==> src/rtl/fld_range_pkg.sv <==
package fld_range_pkg;

    // number of candidate output windows
    localparam int NUM_FLD = 4;

    // window codes, most significant first; priority order is behaviour
    typedef enum logic [1:0] {
        FLD_TOP    = 2'd0,
        FLD_UPPER  = 2'd1,
        FLD_LOWER  = 2'd2,
        FLD_BOTTOM = 2'd3
    } fld_e;

    // width of the sign group examined for window boundary k
    function automatic int grp_width(input int k, input int step);
        return step * (k + 1) + 1;
    endfunction

    // holdoff counter width for a given number of sync edges
    function automatic int hold_cw(input int lines);
        return $clog2(lines + 1);
    endfunction

endpackage

==> src/rtl/frs_sign_class.sv <==
module frs_sign_class
    import fld_range_pkg::*;
#(
    parameter int DATA_W = 32,
    parameter int STEP_W = 4
) (
    input  logic [DATA_W-1:0] data,
    output fld_e              code
);

    // mixed[k]: the sign group for boundary k holds both 0 and 1
    logic [NUM_FLD-2:0] mixed;

    for (genvar k = 0; k < NUM_FLD - 1; k++) begin : g_grp
        localparam int GW = grp_width(k, STEP_W);
        logic [GW-1:0] top_bits;
        assign top_bits = data[DATA_W-1 -: GW];
        assign mixed[k] = !((&top_bits) || !(|top_bits));
    end

    // first mixed group from the top decides; none mixed -> bottom window
    always_comb begin
        code = FLD_BOTTOM;
        for (int k = NUM_FLD - 2; k >= 0; k--) begin
            if (mixed[k]) code = fld_e'(2'(k));
        end
    end

endmodule

==> src/rtl/frs_sync_holdoff.sv <==
module frs_sync_holdoff
    import fld_range_pkg::*;
#(
    parameter int HOLD_LINES = 10
) (
    input  logic clk,
    input  logic rst,
    input  logic line_sync,
    input  logic prog_act,
    output logic armed
);

    localparam int CW = hold_cw(HOLD_LINES);
    localparam logic [CW-1:0] CNT_DONE = CW'(HOLD_LINES);

    logic          sync_q;
    logic [CW-1:0] cnt;
    logic          sync_fall;

    assign sync_fall = sync_q && !line_sync;

    always_ff @(posedge clk) begin
        if (rst) begin
            sync_q <= 1'b0;
            cnt    <= '0;
        end else begin
            sync_q <= line_sync;
            if (prog_act)
                cnt <= '0;
            else if (sync_fall && cnt != CNT_DONE)
                cnt <= cnt + 1'b1;
        end
    end

    assign armed = (cnt == CNT_DONE);

endmodule

==> src/rtl/frs_peak_hold.sv <==
module frs_peak_hold
    import fld_range_pkg::*;
(
    input  logic clk,
    input  logic rst,
    input  logic clr,
    input  logic upd,
    input  fld_e cand,
    output fld_e peak
);

    always_ff @(posedge clk) begin
        if (rst || clr)
            peak <= FLD_BOTTOM;
        else if (upd && cand < peak)
            peak <= cand;
    end

endmodule

==> src/rtl/fld_range_sel.sv <==
module fld_range_sel
    import fld_range_pkg::*;
#(
    parameter int DATA_W     = 32,
    parameter int STEP_W     = 4,
    parameter int HOLD_LINES = 10
) (
    input  logic              clk,
    input  logic              rst,
    input  logic              res_vld,
    input  logic [DATA_W-1:0] res_data,
    input  logic              line_sync,
    input  logic              prog_act,
    input  logic              auto_en,
    output logic [1:0]        fld_ind,
    output logic              auto_sel
);

    fld_e cand;
    fld_e peak;
    logic armed;

    frs_sign_class #(
        .DATA_W (DATA_W),
        .STEP_W (STEP_W)
    ) u_class (
        .data (res_data),
        .code (cand)
    );

    frs_sync_holdoff #(
        .HOLD_LINES (HOLD_LINES)
    ) u_hold (
        .clk       (clk),
        .rst       (rst),
        .line_sync (line_sync),
        .prog_act  (prog_act),
        .armed     (armed)
    );

    frs_peak_hold u_peak (
        .clk  (clk),
        .rst  (rst),
        .clr  (prog_act),
        .upd  (res_vld && armed),
        .cand (cand),
        .peak (peak)
    );

    assign fld_ind  = peak;
    assign auto_sel = auto_en && armed;

endmodule

==> config.mk <==
export PLATFORM = sky130hd
export DESIGN_NAME = fld_range_sel
export DESIGN_NICKNAME = d
export VERILOG_FILES = /design/src/rtl/fld_range_pkg.sv /design/src/rtl/frs_sign_class.sv /design/src/rtl/frs_sync_holdoff.sv /design/src/rtl/frs_peak_hold.sv /design/src/rtl/fld_range_sel.sv
export SDC_FILE = /design/constraint.sdc
export NUM_CORES = 1
export LEC_CHECK = 0
export ABC_AREA = 1
export BUFFER_PORTS_ARGS = -buffer_cell sky130_fd_sc_hd__buf_4
export CAP_MARGIN = 40
export CORE_MARGIN = 5
export CORE_UTILIZATION = 35
export DETAILED_ROUTE_END_ITERATION = 8
export PLACE_DENSITY = 0.76
export SYNTH_ARGS = -nofsm -noshare
export SYNTH_HDL_FRONTEND = slang
export SYNTH_SLANG_ARGS = --single-unit
==> constraint.sdc <==
create_clock -name clk -period 1.75 [get_ports clk]
set_clock_uncertainty 0.15 [all_clocks]
set_input_delay 0.2625 -clock clk [delete_from_list [all_inputs] [get_ports clk]]
set_output_delay 0.2625 -clock clk [all_outputs]
set_load 0.02 [all_outputs]
After elaboration in Yosys (flattened, before gate mapping). Cells that the tools add are included.

Output and inout port bits: 3. Bits in registers: 7. Bits of input ports: 38.

Reduce and logical (&&, ||, !) cells: 20. Equality and inequality tests: 2. Add/subtract/negate cells: 1. $lt $le $gt $ge: 1. Mux-type cells: 3.

Operators by type and width (number): 13-bit AND reduction (1); 13-bit OR reduction (1); 9-bit AND reduction (1); 9-bit OR reduction (1); 1-bit logical AND (5); 5-bit AND reduction (1); 5-bit OR reduction (1); 4-bit by 1-bit adder with 4-bit output (second input constant) (1); 4-bit equality test (second input constant) (1); 1-bit zero test (4); 1-bit logical OR (4); 2-bit two-way mux (2); 4-bit != test (second input constant) (1); 2-bit < comparator (1); 2-bit OR reduction (1); 1-bit two-way mux (1).

Depth between registers and ports, before layout.
Depth in word-level cells: 8. Depth in mapped cells: 12.

Hierarchy. From an unflattened synthesis, not the netlist that was laid out.

Cells, all modules: 92. Area total of the unflattened synthesis: 576.8 µm².

Modules (own cells, without submodules): frs_sync_holdoff (times used 1, cells an instance 34, area an instance 279.0 µm²); frs_sign_class (times used 1, cells an instance 37, area an instance 160.2 µm²); frs_peak_hold (times used 1, cells an instance 17, area an instance 122.6 µm²); fld_range_sel (times used 1, cells an instance 4, area an instance 15.0 µm²).

Least setup slack after synthesis. Ideal clock, no wire load.

Kind: register to register. Start: reg u_hold.cnt[0]. End: reg u_hold.cnt[3]. Stages on the path, launching flop included: 9. Path slack: 317 ps. Buffers on the path: 0. Required time: 1482 ps. Data arrival time: 1166 ps. Cells stage by stage: dfxtp_1 -> inv_1 -> ha_1 -> nand2_1 -> nand3_1 -> inv_2 -> nand4_1 -> o21ai_1 -> a21oi_1.

Cells in the longest elaborated chain, start to end: 2.

Ends and longest elaborated chain: start: declaration (RTL line frs_sync_holdoff.sv:17) `logic [CW-1:0] cnt;`; start signal: assignment (RTL line frs_sync_holdoff.sv:31) `cnt <= cnt + 1'b1;`; parallel branches: the longest is 2 deep, another holds 4-bit by 1-bit adder with 4-bit output.

Several ways; the timed one is not identified. A chain may end at the register's enable or synchronous reset.

Worst setup path in the final report.
Start: reg u_hold.cnt[0]. End: out auto_sel.

Cells in the longest elaborated chain, start to end: 2.

Ends and longest elaborated chain: 4-bit equality test (RTL line frs_sync_holdoff.sv:35) `assign armed = (cnt == CNT_DONE);`; 1-bit logical AND (RTL line fld_range_sel.sv:51) `assign auto_sel = auto_en && armed;`; end: declaration (RTL line fld_range_sel.sv:16) `output logic auto_sel`.

No other way between the ends.

==> results.md <==
* Status: completed
* F_max at 619.0 MHz
* Synth Net Count at 117
* RSZ-0062 raised after global routing: false
* Leak Pwr at 0.0003618 uW
* Initial Utilization at 37.42%
* Reg2reg end: u_hold.cnt[3]
* WL met1 at 434 um
* R2R Setup Slk at 0.22 ns
* TritonCTS clock tree: done
* Row count at 13
* Final hold violation count at 0
* Setup Viol. Count Final at 0
* Most common cell after layout, fill and taps aside: buf_4
* Crit Path Class: flop to primary output
* Synth Area per Inst at 6.486 um2
* Sequential Area at 140.1 um2
* DR iter-0 viols at 9
* Initial antenna violation count at 0
* Met2 Wirelength at 549 um
* Distinct cells, synth at 16
* CP Launch Type: flop
* Residual DRC count at 0
* Slew HR at 70.97%
* Clock Path Buffers at 2
* Psw at 85.09 uW
* Synthesized cell area at 493.0 um2
* Vias per Instance at 4.733
* Flop pwr share at 44.2%
* WP data arrival at 1.20 ns
* Post-synthesis adder-cell area fraction at 7.614%
* Most frequent cells in the layout: 21 x buf_4, 14 x nand2_1, 12 x nor2_1, 10 x inv_1
* Compound-gate portion of the synthesized area at 8.376%
* GP Congestion at 0.7406
* Post-Synth XOR/XNOR Area at 0%
* Clock-pin slew on the worst setup and hold paths at 0.05 ns
* # diodes at 0
* Nets at 143
* Final Cycle Share at 92.32%
* Max Cap Viol at 0
* Setup_tns at 0 ns
* Simple-gate portion of the synthesized area at 47.21%
* DIE WIDTH at 47.53 um
* Crit path capture: auto_sel
* Power Density at 523.2 mW/mm2
* Tightest Pin Transition at 0.4339 ns
* Post-synthesis mux area share at 0%
* R2R depth at 8
* Switch share at 23.00%
* Die extent in y at 47.53 um
* Synth warn at 0
* Synth-to-Final Area Change at 43.40%
* Largest net degree at the start of global routing at 7
* Die area at 0.002259 mm2
* Max H-tree Level at 1
* Aggregate global-route resource usage at 11.81%
* RR Startpoint: u_hold.cnt[0]
* Worst hold slack at 0.02147 ns
* Vias in the first global route at 513
* Combinational power share at 16.7%
* Drt pass-1 iters at 4
* Drt wl/cell at 9.138 um
* Peak supply drop at 357.5 uV
* FF+latch count, synth at 7
* Fillers at 132
* Clock root cell: clkbuf_4
* Final HPWL DP at 888.7 um
* Clock latency at the later pin of the worst-skew pair at 0.25 ns
* Number of CTS-inserted buffers at 3
* Internal at 284.8 uW
* GRT Residual Overflow at 0
* Maximum fanout along the worst path at 3
* Hold Crit Class: input pin to flop
* Critical Path Source: u_hold.cnt[0]
* Cells after Synth at 76
* Core area at 0.001318 mm2
* DR top layer: met3
* Sink Count at 7
* First-pass GRT wire length at 1897 um
* Worst EP required at 1.34 ns
* Met3 routed WL at 76 um
* Via Count at 549
* Seq/Total Area, Yosys at 28.43%
* Io pins at 41
* Share of layout cells above drive strength 1 at 38.61%
* Clock power frac at 39.2%
* Area occupied by multi-input gates at 322.8 um2
* Final Max Slew Viols at 0
* Post-route ant nets at 0
* Worst setup EP type: primary output
* Final period demand of the worst path at 1.616 ns
* Largest family of logic cells by synthesized area: simple AND/OR/NAND/NOR gates
* WL final at 1060 um
* PortBufs at 21
-- power groups by stage --
| stage | registers [uW] | logic, uW | clock network [uW] |
|---|---|---|---|
| CTS | 163 | 61.3 | 150 |
| floorplan | 166 | 23.7 | 0 |
| global placement | 166 | 59.0 | 0 |
| global route | 163 | 70.0 | 164 |
| finish | 163 | 61.7 | 145 |
| detailed placement | 166 | 61.0 | 0 |
-- flip-flops by register name (all words and copies together) (netlist names) --
register,count
u_hold.cnt,4
u_hold.sync_q,1
u_peak.peak,2
-- worst min-delay path by stage --
stage,start,to,slack [ns],cells past startpoint
5_1_grt,rst,u_hold.sync_q,0.009,2
6_report,rst,u_hold.sync_q,0.02,2
3_5_place_dp,rst,u_hold.sync_q,0.28,2
4_1_cts,rst,u_hold.sync_q,0.02,2
2_1_floorplan,rst,u_hold.sync_q,0.18,1
3_3_place_gp,rst,u_hold.sync_q,0.28,2
-- cell families after synthesis --
| kind of cell | Yosys count |
|---|---|
| and+or+nand+nor | 47 |
| buffers and inverters | 11 |
| AOI/OAI and AO/OA | 8 |
| DFF | 7 |
| adders and majority gates | 3 |
-- stage by stage --
stage / setup slack, ns / util (%) / cell area (um2) / total power [uW] / std cells
final: 0.1344 / 53.66 / 706.9 / 369.9 / 116
after global routing: 0.01969 / 53.66 / 706.9 / 396.9 / 116
after detailed placement: 0.1103 / 50.81 / 669.4 / 227.4 / 112
after floorplan: 0.3166 / - / 493.0 / 189.8 / 76
after global placement: 0.1529 / 50.81 / 669.4 / 225.3 / 112
after CTS: 0.1069 / 52.80 / 695.7 / 374.6 / 116
-- routing by layer --
metal	vias to the layer above	track usage, %
met5	-	0
met4	0	1.613
met3	0	5.639
met2	17	19.79
met1	240	14.13
li1	292	-
-- layout make-up --
cell class | count | area share (%)
Sequential cell | 7 | 19.82
Multi-Input combinational cell | 58 | 45.66
Timing Repair Buffer | 21 | 22.30
Tap cell | 15 | 2.655
Clock buffer | 4 | 3.717
Inverter | 11 | 5.841
-- cell usage after synthesis (all sizes together) --
cell type	number	area [um2]
dfxtp	7	140.1
inv	11	41.29
nand3	9	50.05
a21oi	4	20.02
nand2	21	93.84
ha	3	37.54
nor2	15	63.81
o22ai	1	6.260
nor3b	1	18.77
nand4	1	6.260
o21ai	3	15.01
-- critical path: stages, from the launching register on --
cell and delay [ns]:
dfxtp_1 0.35, inv_1 0.08, ha_1 0.20, nand2_2 0.11, nor2_1 0.05, buf_4 0.15
-- timing repair --
| item | in CTS | in global routing |
|---|---|---|
| resized for setup | 0 | 3 |
| hold buffers | 0 | 0 |
| setup endpoints to repair | 0 | 1 |
| setup buffers | 0 | 0 |
| hold endpoints to repair | 0 | 0 |
(Power assumes the default switching activity.)
